--- src/rtl/exc_pkg.sv ---
// Shared types for the exception entry sequencer.
// Assumes a 5-bit mode field in bits [4:0] of the status word.
package exc_pkg;

    localparam int NUM_SRC = 7;
    localparam int PSR_T   = 5;
    localparam int PSR_F   = 6;
    localparam int PSR_I   = 7;

    typedef enum logic [4:0] {
        MODE_USR = 5'b10000,
        MODE_FIQ = 5'b10001,
        MODE_IRQ = 5'b10010,
        MODE_SVC = 5'b10011,
        MODE_ABT = 5'b10111,
        MODE_UND = 5'b11011,
        MODE_SYS = 5'b11111
    } cpu_mode_e;

    // Index order is also the priority order, 0 highest.
    typedef enum logic [2:0] {
        EXC_RST  = 3'd0,
        EXC_DABT = 3'd1,
        EXC_FIQ  = 3'd2,
        EXC_IRQ  = 3'd3,
        EXC_PABT = 3'd4,
        EXC_UND  = 3'd5,
        EXC_SWI  = 3'd6
    } exc_kind_e;

endpackage

--- src/rtl/exc_prio_arb.sv ---
// Fixed-priority picker: bit 0 is the highest-ranked request.
// Produces a one-hot grant, the encoded winner index and an any flag.
// Assumes requests are already filtered by masks.
module exc_prio_arb #(
    parameter int N  = 7,
    localparam int IW = (N > 1) ? $clog2(N) : 1
) (
    input  logic [N-1:0]  req,
    output logic [N-1:0]  grant,
    output logic [IW-1:0] idx,
    output logic          any
);

    // Walk from highest rank downward, granting the first request seen.
    always_comb begin
        logic seen;
        seen  = 1'b0;
        grant = '0;
        idx   = '0;
        for (int i = 0; i < N; i++) begin
            if (req[i] && !seen) begin
                grant[i] = 1'b1;
                idx      = IW'(i);
            end
            seen = seen | req[i];
        end
        any = seen;
    end

endmodule

--- src/rtl/exc_vec_map.sv ---
// Maps the winning exception kind to its target mode, vector offset
// and whether the fast-interrupt mask must be forced on.
// Purely combinational.
module exc_vec_map
    import exc_pkg::*;
#(
    parameter int OFS_W = 8
) (
    input  exc_kind_e        kind,
    output cpu_mode_e        mode,
    output logic [OFS_W-1:0] offset,
    output logic             set_f
);

    // Look up mode, slot and fast-mask forcing for each kind.
    always_comb begin
        mode   = MODE_SVC;
        offset = '0;
        set_f  = 1'b0;
        case (kind)
            EXC_RST:  begin mode = MODE_SVC; offset = OFS_W'(8'h00); set_f = 1'b1; end
            EXC_UND:  begin mode = MODE_UND; offset = OFS_W'(8'h04); end
            EXC_SWI:  begin mode = MODE_SVC; offset = OFS_W'(8'h08); end
            EXC_PABT: begin mode = MODE_ABT; offset = OFS_W'(8'h0C); end
            EXC_DABT: begin mode = MODE_ABT; offset = OFS_W'(8'h10); end
            EXC_IRQ:  begin mode = MODE_IRQ; offset = OFS_W'(8'h18); end
            EXC_FIQ:  begin mode = MODE_FIQ; offset = OFS_W'(8'h1C); set_f = 1'b1; end
            default:  begin mode = MODE_SVC; offset = '0; end
        endcase
    end

endmodule

--- src/rtl/exc_entry_seq.sv ---
// Exception entry sequencer.
// Masks interrupt requests with the status word, ranks the rest, and
// registers one atomic entry: banked return address, banked old status,
// new status and vector load, all strobed in the same cycle.
// Assumes the requests and next_pc are valid for the cycle presented;
// reset is synchronous, active low.
module exc_entry_seq
    import exc_pkg::*;
#(
    parameter int          ADDR_W     = 32,
    parameter int          PSR_W      = 32,
    parameter int          OFS_W      = 8,
    parameter logic [31:0] HIVEC_BASE = 32'hFFFF_0000
) (
    input  logic              clk,
    input  logic              rst_n,
    input  logic              req_rst,
    input  logic              req_dabort,
    input  logic              req_fast,
    input  logic              req_intr,
    input  logic              req_pabort,
    input  logic              req_undef,
    input  logic              req_swint,
    input  logic              hivec,
    input  logic [ADDR_W-1:0] next_pc,
    input  logic [PSR_W-1:0]  cur_cpsr,
    output logic              lr_we,
    output logic              spsr_we,
    output logic              cpsr_we,
    output logic              pc_we,
    output logic [4:0]        bank_mode,
    output logic [ADDR_W-1:0] lr_data,
    output logic [PSR_W-1:0]  spsr_data,
    output logic [PSR_W-1:0]  cpsr_data,
    output logic [ADDR_W-1:0] pc_data
);

    localparam int IW = $clog2(NUM_SRC);

    logic [NUM_SRC-1:0] req_vec;
    logic [NUM_SRC-1:0] grant;
    logic [IW-1:0]      win_idx;
    logic               win_any;
    cpu_mode_e          win_mode;
    logic [OFS_W-1:0]   win_ofs;
    logic               win_set_f;
    logic [PSR_W-1:0]   new_cpsr;
    logic [ADDR_W-1:0]  vec_addr;
    logic               ent_q;

    // Gate interrupt lines by their masks and order requests by rank.
    always_comb begin
        req_vec           = '0;
        req_vec[EXC_RST]  = req_rst;
        req_vec[EXC_DABT] = req_dabort;
        req_vec[EXC_FIQ]  = req_fast & ~cur_cpsr[PSR_F];
        req_vec[EXC_IRQ]  = req_intr & ~cur_cpsr[PSR_I];
        req_vec[EXC_PABT] = req_pabort;
        req_vec[EXC_UND]  = req_undef;
        req_vec[EXC_SWI]  = req_swint;
    end

    exc_prio_arb #(.N(NUM_SRC)) u_arb (
        .req   (req_vec),
        .grant (grant),
        .idx   (win_idx),
        .any   (win_any)
    );

    exc_vec_map #(.OFS_W(OFS_W)) u_map (
        .kind   (exc_kind_e'(win_idx)),
        .mode   (win_mode),
        .offset (win_ofs),
        .set_f  (win_set_f)
    );

    // Form the status word the handler starts with.
    always_comb begin
        new_cpsr        = cur_cpsr;
        new_cpsr[4:0]   = win_mode;
        new_cpsr[PSR_T] = 1'b0;
        new_cpsr[PSR_I] = 1'b1;
        if (win_set_f) new_cpsr[PSR_F] = 1'b1;
    end

    // Form the vector address from the selected base and slot offset.
    always_comb begin
        vec_addr = (hivec ? HIVEC_BASE[ADDR_W-1:0] : '0) | ADDR_W'(win_ofs);
    end

    // Register the whole entry so every write lands in the same cycle.
    always_ff @(posedge clk) begin
        if (!rst_n) begin
            ent_q     <= 1'b0;
            bank_mode <= MODE_SVC;
            lr_data   <= '0;
            spsr_data <= '0;
            cpsr_data <= '0;
            pc_data   <= '0;
        end else begin
            ent_q <= win_any;
            if (win_any) begin
                bank_mode <= win_mode;
                lr_data   <= next_pc;
                spsr_data <= cur_cpsr;
                cpsr_data <= new_cpsr;
                pc_data   <= vec_addr;
            end
        end
    end

    assign lr_we   = ent_q;
    assign spsr_we = ent_q;
    assign cpsr_we = ent_q;
    assign pc_we   = ent_q;

    AST_RESET_FIRST: assert property (@(posedge clk) disable iff (!rst_n)
        req_rst |=> (bank_mode == MODE_SVC && pc_data[7:0] == 8'h00));
    AST_LR_SAVED: assert property (@(posedge clk) disable iff (!rst_n)
        (|req_vec) |=> (lr_data == $past(next_pc)));
    AST_SPSR_SAVED: assert property (@(posedge clk) disable iff (!rst_n)
        (|req_vec) |=> (spsr_data == $past(cur_cpsr)));
    AST_PRIVILEGED: assert property (@(posedge clk) disable iff (!rst_n)
        cpsr_we |-> (cpsr_data[4:0] != MODE_USR));
    AST_THUMB_OFF: assert property (@(posedge clk) disable iff (!rst_n)
        cpsr_we |-> !cpsr_data[PSR_T]);
    AST_IMASK_SET: assert property (@(posedge clk) disable iff (!rst_n)
        cpsr_we |-> cpsr_data[PSR_I]);
    AST_IRQ_MASKED: assert property (@(posedge clk) disable iff (!rst_n)
        (req_intr && cur_cpsr[PSR_I] && !req_rst && !req_dabort && !req_fast
         && !req_pabort && !req_undef && !req_swint) |=> !cpsr_we);
    AST_IDLE_NO_WRITE: assert property (@(posedge clk) disable iff (!rst_n)
        !(|req_vec) |=> !pc_we);

endmodule

--- config.mk ---
export PLATFORM = sky130hd
export DESIGN_NAME = exc_entry_seq
export DESIGN_NICKNAME = d
export VERILOG_FILES = /design/src/rtl/exc_pkg.sv /design/src/rtl/exc_prio_arb.sv /design/src/rtl/exc_vec_map.sv /design/src/rtl/exc_entry_seq.sv
export SDC_FILE = /design/constraint.sdc
export NUM_CORES = 1
export LEC_CHECK = 0
export BUFFER_PORTS_ARGS = -buffer_cell sky130_fd_sc_hd__buf_2
export CAP_MARGIN = 15
export CORE_UTILIZATION = 48
export CTS_CLUSTER_SIZE = 28
export DETAILED_ROUTE_END_ITERATION = 16
export GPL_TIMING_DRIVEN = 0
export PLACE_DENSITY = 0.86
export SETUP_SLACK_MARGIN = 0.1
export SLEW_MARGIN = 5
export SYNTH_ARGS = -nofsm -noshare
export SYNTH_HDL_FRONTEND = slang
export SYNTH_HIERARCHICAL = 1
export SYNTH_SLANG_ARGS = --single-unit
--- constraint.sdc ---
create_clock -name clk -period 4 [get_ports clk]
set_clock_uncertainty 0.2 [all_clocks]
set_input_delay 0.4 -clock clk [delete_from_list [all_inputs] [get_ports clk]]
set_output_delay 0.4 -clock clk [all_outputs]
set_load 0.1 [all_outputs]
======== Word-level counts from Yosys, hierarchy flattened ========
Cells that the tools add are included.
word-level totals
  flip-flop bits (word level) ............. 133
  output and inout port bits .............. 137
  logic and storage cells ................. 49
cells by class
  equality and inequality tests ........... 6
  reduce and logical (&&, ||, !) cells .... 15
  multiplexer cells ....................... 11
  bitwise operators ....................... 11
operators with widths
  kind                count
  $mux 32             1
  $or 32x8->32        1
  $pmux 5 s6          1
  $pmux 4 s4          1
  $eq 3x3->1 const B  3
  $mux 3              3
  $eq 3x2->1 const B  2
  $logic_and 1x1->1   6
  $logic_not 1->1     6
  $or 1x1->1          6
  $mux 2              2
  $reduce_or 2->1     2
  $eq 3x1->1 const B  1
  $logic_not 3->1     1
  $mux 1              3
  $and 1x1->1         2
  $not 1->1           2

======== Longest topological paths before layout ========
  depth after elaboration ................. 13
  gate-level depth with buffers ........... 8
  depth with buffers taken out ............ 7

======== Hierarchy ========
Netlist, hierarchy kept.
by module, submodules not included
  module         cells an instance  sequential area each (µm²)  instances  area each (µm²)
  exc_entry_seq  329                1681.6                      1          3550.9
  exc_prio_arb   20                 0.0                         1          121.4
  exc_vec_map    20                 0.0                         1          118.9

======== Worst setup path before layout ========
Ideal clock, no wire load.
  kind .................................... register -> output
  start point ............................. register, netlist name pc_data[30]
  end point ............................... output port pc_data[17]
  arrival time ............................ 1624 ps
  slack ................................... 1776 ps
  buffers on the path ..................... 1
  stages on the path, launching flop included .. 2
  required time ........................... 3400 ps
  path through ............................ dfxtp_1 buf_4
RTL lines
  item       line                 source
  to (decl)  exc_entry_seq.sv:35  output logic [ADDR_W-1:0] pc_data

==> flow_summary.yaml <==
outcome:
  status: "completed"
die:
  die-area_sq_um: 8160
  die_h_um: 90.4
  num_rows: 31
  top_level_ports: 211
  coreArea_sq_um: 7410
  initial_core_util: 0.506
  die_w_um: 90.4
power_and_ir_drop:
  ir_drop_mv: 0.268
  p_leak_uw: 0.00316
  internal-power_uw: 1540
  total_power_uw: 2510
  switching_share: 0.387
  combinationalPowerShare: 0.325
  p_switching_uw: 973
  pwr-share-clk: 0.312
  p_per_area_nw_per_um2: 485
  pwr-share-seq: 0.363
sta:
  slew_headroom: 0.451
  worst_slew_pin_slew_ps: 824
  setup_viol: 0
  slew_viol_final: 0
  finalCritPeriodShare: 0.557
  hold_viol: 0
  fmax_mhz: 449
  rsz0062_at_grt: "no"
  fin_crit_ps: 2230
  setup_tns_ps: 0
drt:
  drt_first_pass_iters: 4
  drt-total-wl_um: 8510
  via_per_inst: 4.43
  detail_route.iter0.violations: 58
  drc: 0
  vias: 3051
  wire_per_inst_um: 12.4
  ant_nets: 0
cells_and_area:
  mostFrequentLayoutCells: "201 x buf_2, 84 x dfxtp_1, 77 x nor2b_1, 76 x mux2i_1, 66 x buf_4"
  antenna_cells: 0
  nets: 659
  nFillCells: 595
  final_cell_area_sq_um: 5180
  register_area_sq_um: 1680
  finalNonFillerCells: 689
  utilization: 0.700
  multiInputGateArea_sq_um: 1540
  final_common_cell: "buf_2"
  final_layout_size_suffix_gt1_frac: 0.483
  syn2layout_area_growth_pct: 38.3
place:
  io_buffers: 200
  dp_cells: 673
  place_area_sq_um: 4920
  place_congestion: 0.733
  place_hpwl_um: 6650
logic_synthesis:
  ys_warn_count: 6
  synth_area_sq_um: 3750
  synthCells: 362
  syn_area_per_cell_sq_um: 10.4
clocking:
  clk_latency_ps: 340
  clockBufferDepth: 2
  cts_tree: "yes"
  cts-root-buf: "clkbuf_8"
  numCtsBuffers: 9
  cts_resized: 0
  htree_levels: 3
  cts.sinks: 84
  cts_setup_buffers: 0
  path_clk_slew_ps: 80
  cts_hold_buf: 0
setup_path:
  critPathLaunchType: "register"
  worstPathCellList: "buf_4 -> buf_2"
  crit_slowest_cell: "dfxtp_1"
  crit_path_end_kind: "output port"
  cp_slowest_stage_delay_ps: 660
  cp.arrival_ps: 1630
  cp_data_required_time_ps: 3400
  crit_type: "register to output port"
  critical_path.max_fanout: 17
global_route:
  grt_antenna_before_repair: 0
  track_usage: 0.204
  grt_pass1_wl_um: 13300
  grt_max_degree: 18
  first_global_vias: 2935
  overflow: 0
run:
  drv_cap: 0
hold_path:
  min_path_type: "input port to register"
metrics by stage:
stage          worst slack, ps  hold slack, ps
2_1_floorplan             1780             369
3_3_place_gp              1620             233
3_5_place_dp              1530             248
4_1_cts                   1760            89.9
5_1_grt                   1690             109
6_report                  1770             106
power by group through the flow:
stage,Sequential (uW),Combinational [uW],Clock (uW)
final,913,815,784
after global routing,919,843,835
after CTS,913,818,802
after detailed placement,932,818,0
after global placement,928,810,0
after floorplan,1270,348,0
registers in the layout (all words and copies together) (netlist names):
| name | cells |
|---|---|
| cpsr_we | 1 |
| pc_data | 9 |
| lr_data | 32 |
| bank_mode | 5 |
| spsr_data | 32 |
| cpsr_data | 5 |
critical path, delay by kind of cell (launching register included):
family / cells / cell delay [ps]
buffers and inverters: 2 / 620
DFF: 1 / 660
layer usage:
metal / vias up / wire length [um] / global-route usage
li1: 1548 / - / -
met2: 111 / 4520 / 0.387
met1: 1377 / 3350 / 0.212
met4: 0 / 194 / 0.102
met5: - / 0 / 0
met3: 15 / 454 / 0.0412
area by class of cell:
class	count	share of cell area
inverters	3	0.00217
flip-flops and latches	84	0.324
well taps	99	0.0239
clock buffers	12	0.0280
repair buffers	200	0.193
multi-input cells	209	0.296
plain buffers	78	0.109
clock inverters	4	0.0232
final timing paths:
kind                      from            to  slack (ps)  depth (start not counted)
hold / removal      next_pc[1]    lr_data[1]         110                          3
setup reg to reg   pc_data[30]   pc_data[30]        2830                          2
setup / recovery   pc_data[30]   pc_data[25]        1770                          2
hold reg to reg   cpsr_data[7]  cpsr_data[7]         260                          1
No activity file was read; power rests on OpenSTA's default activity.
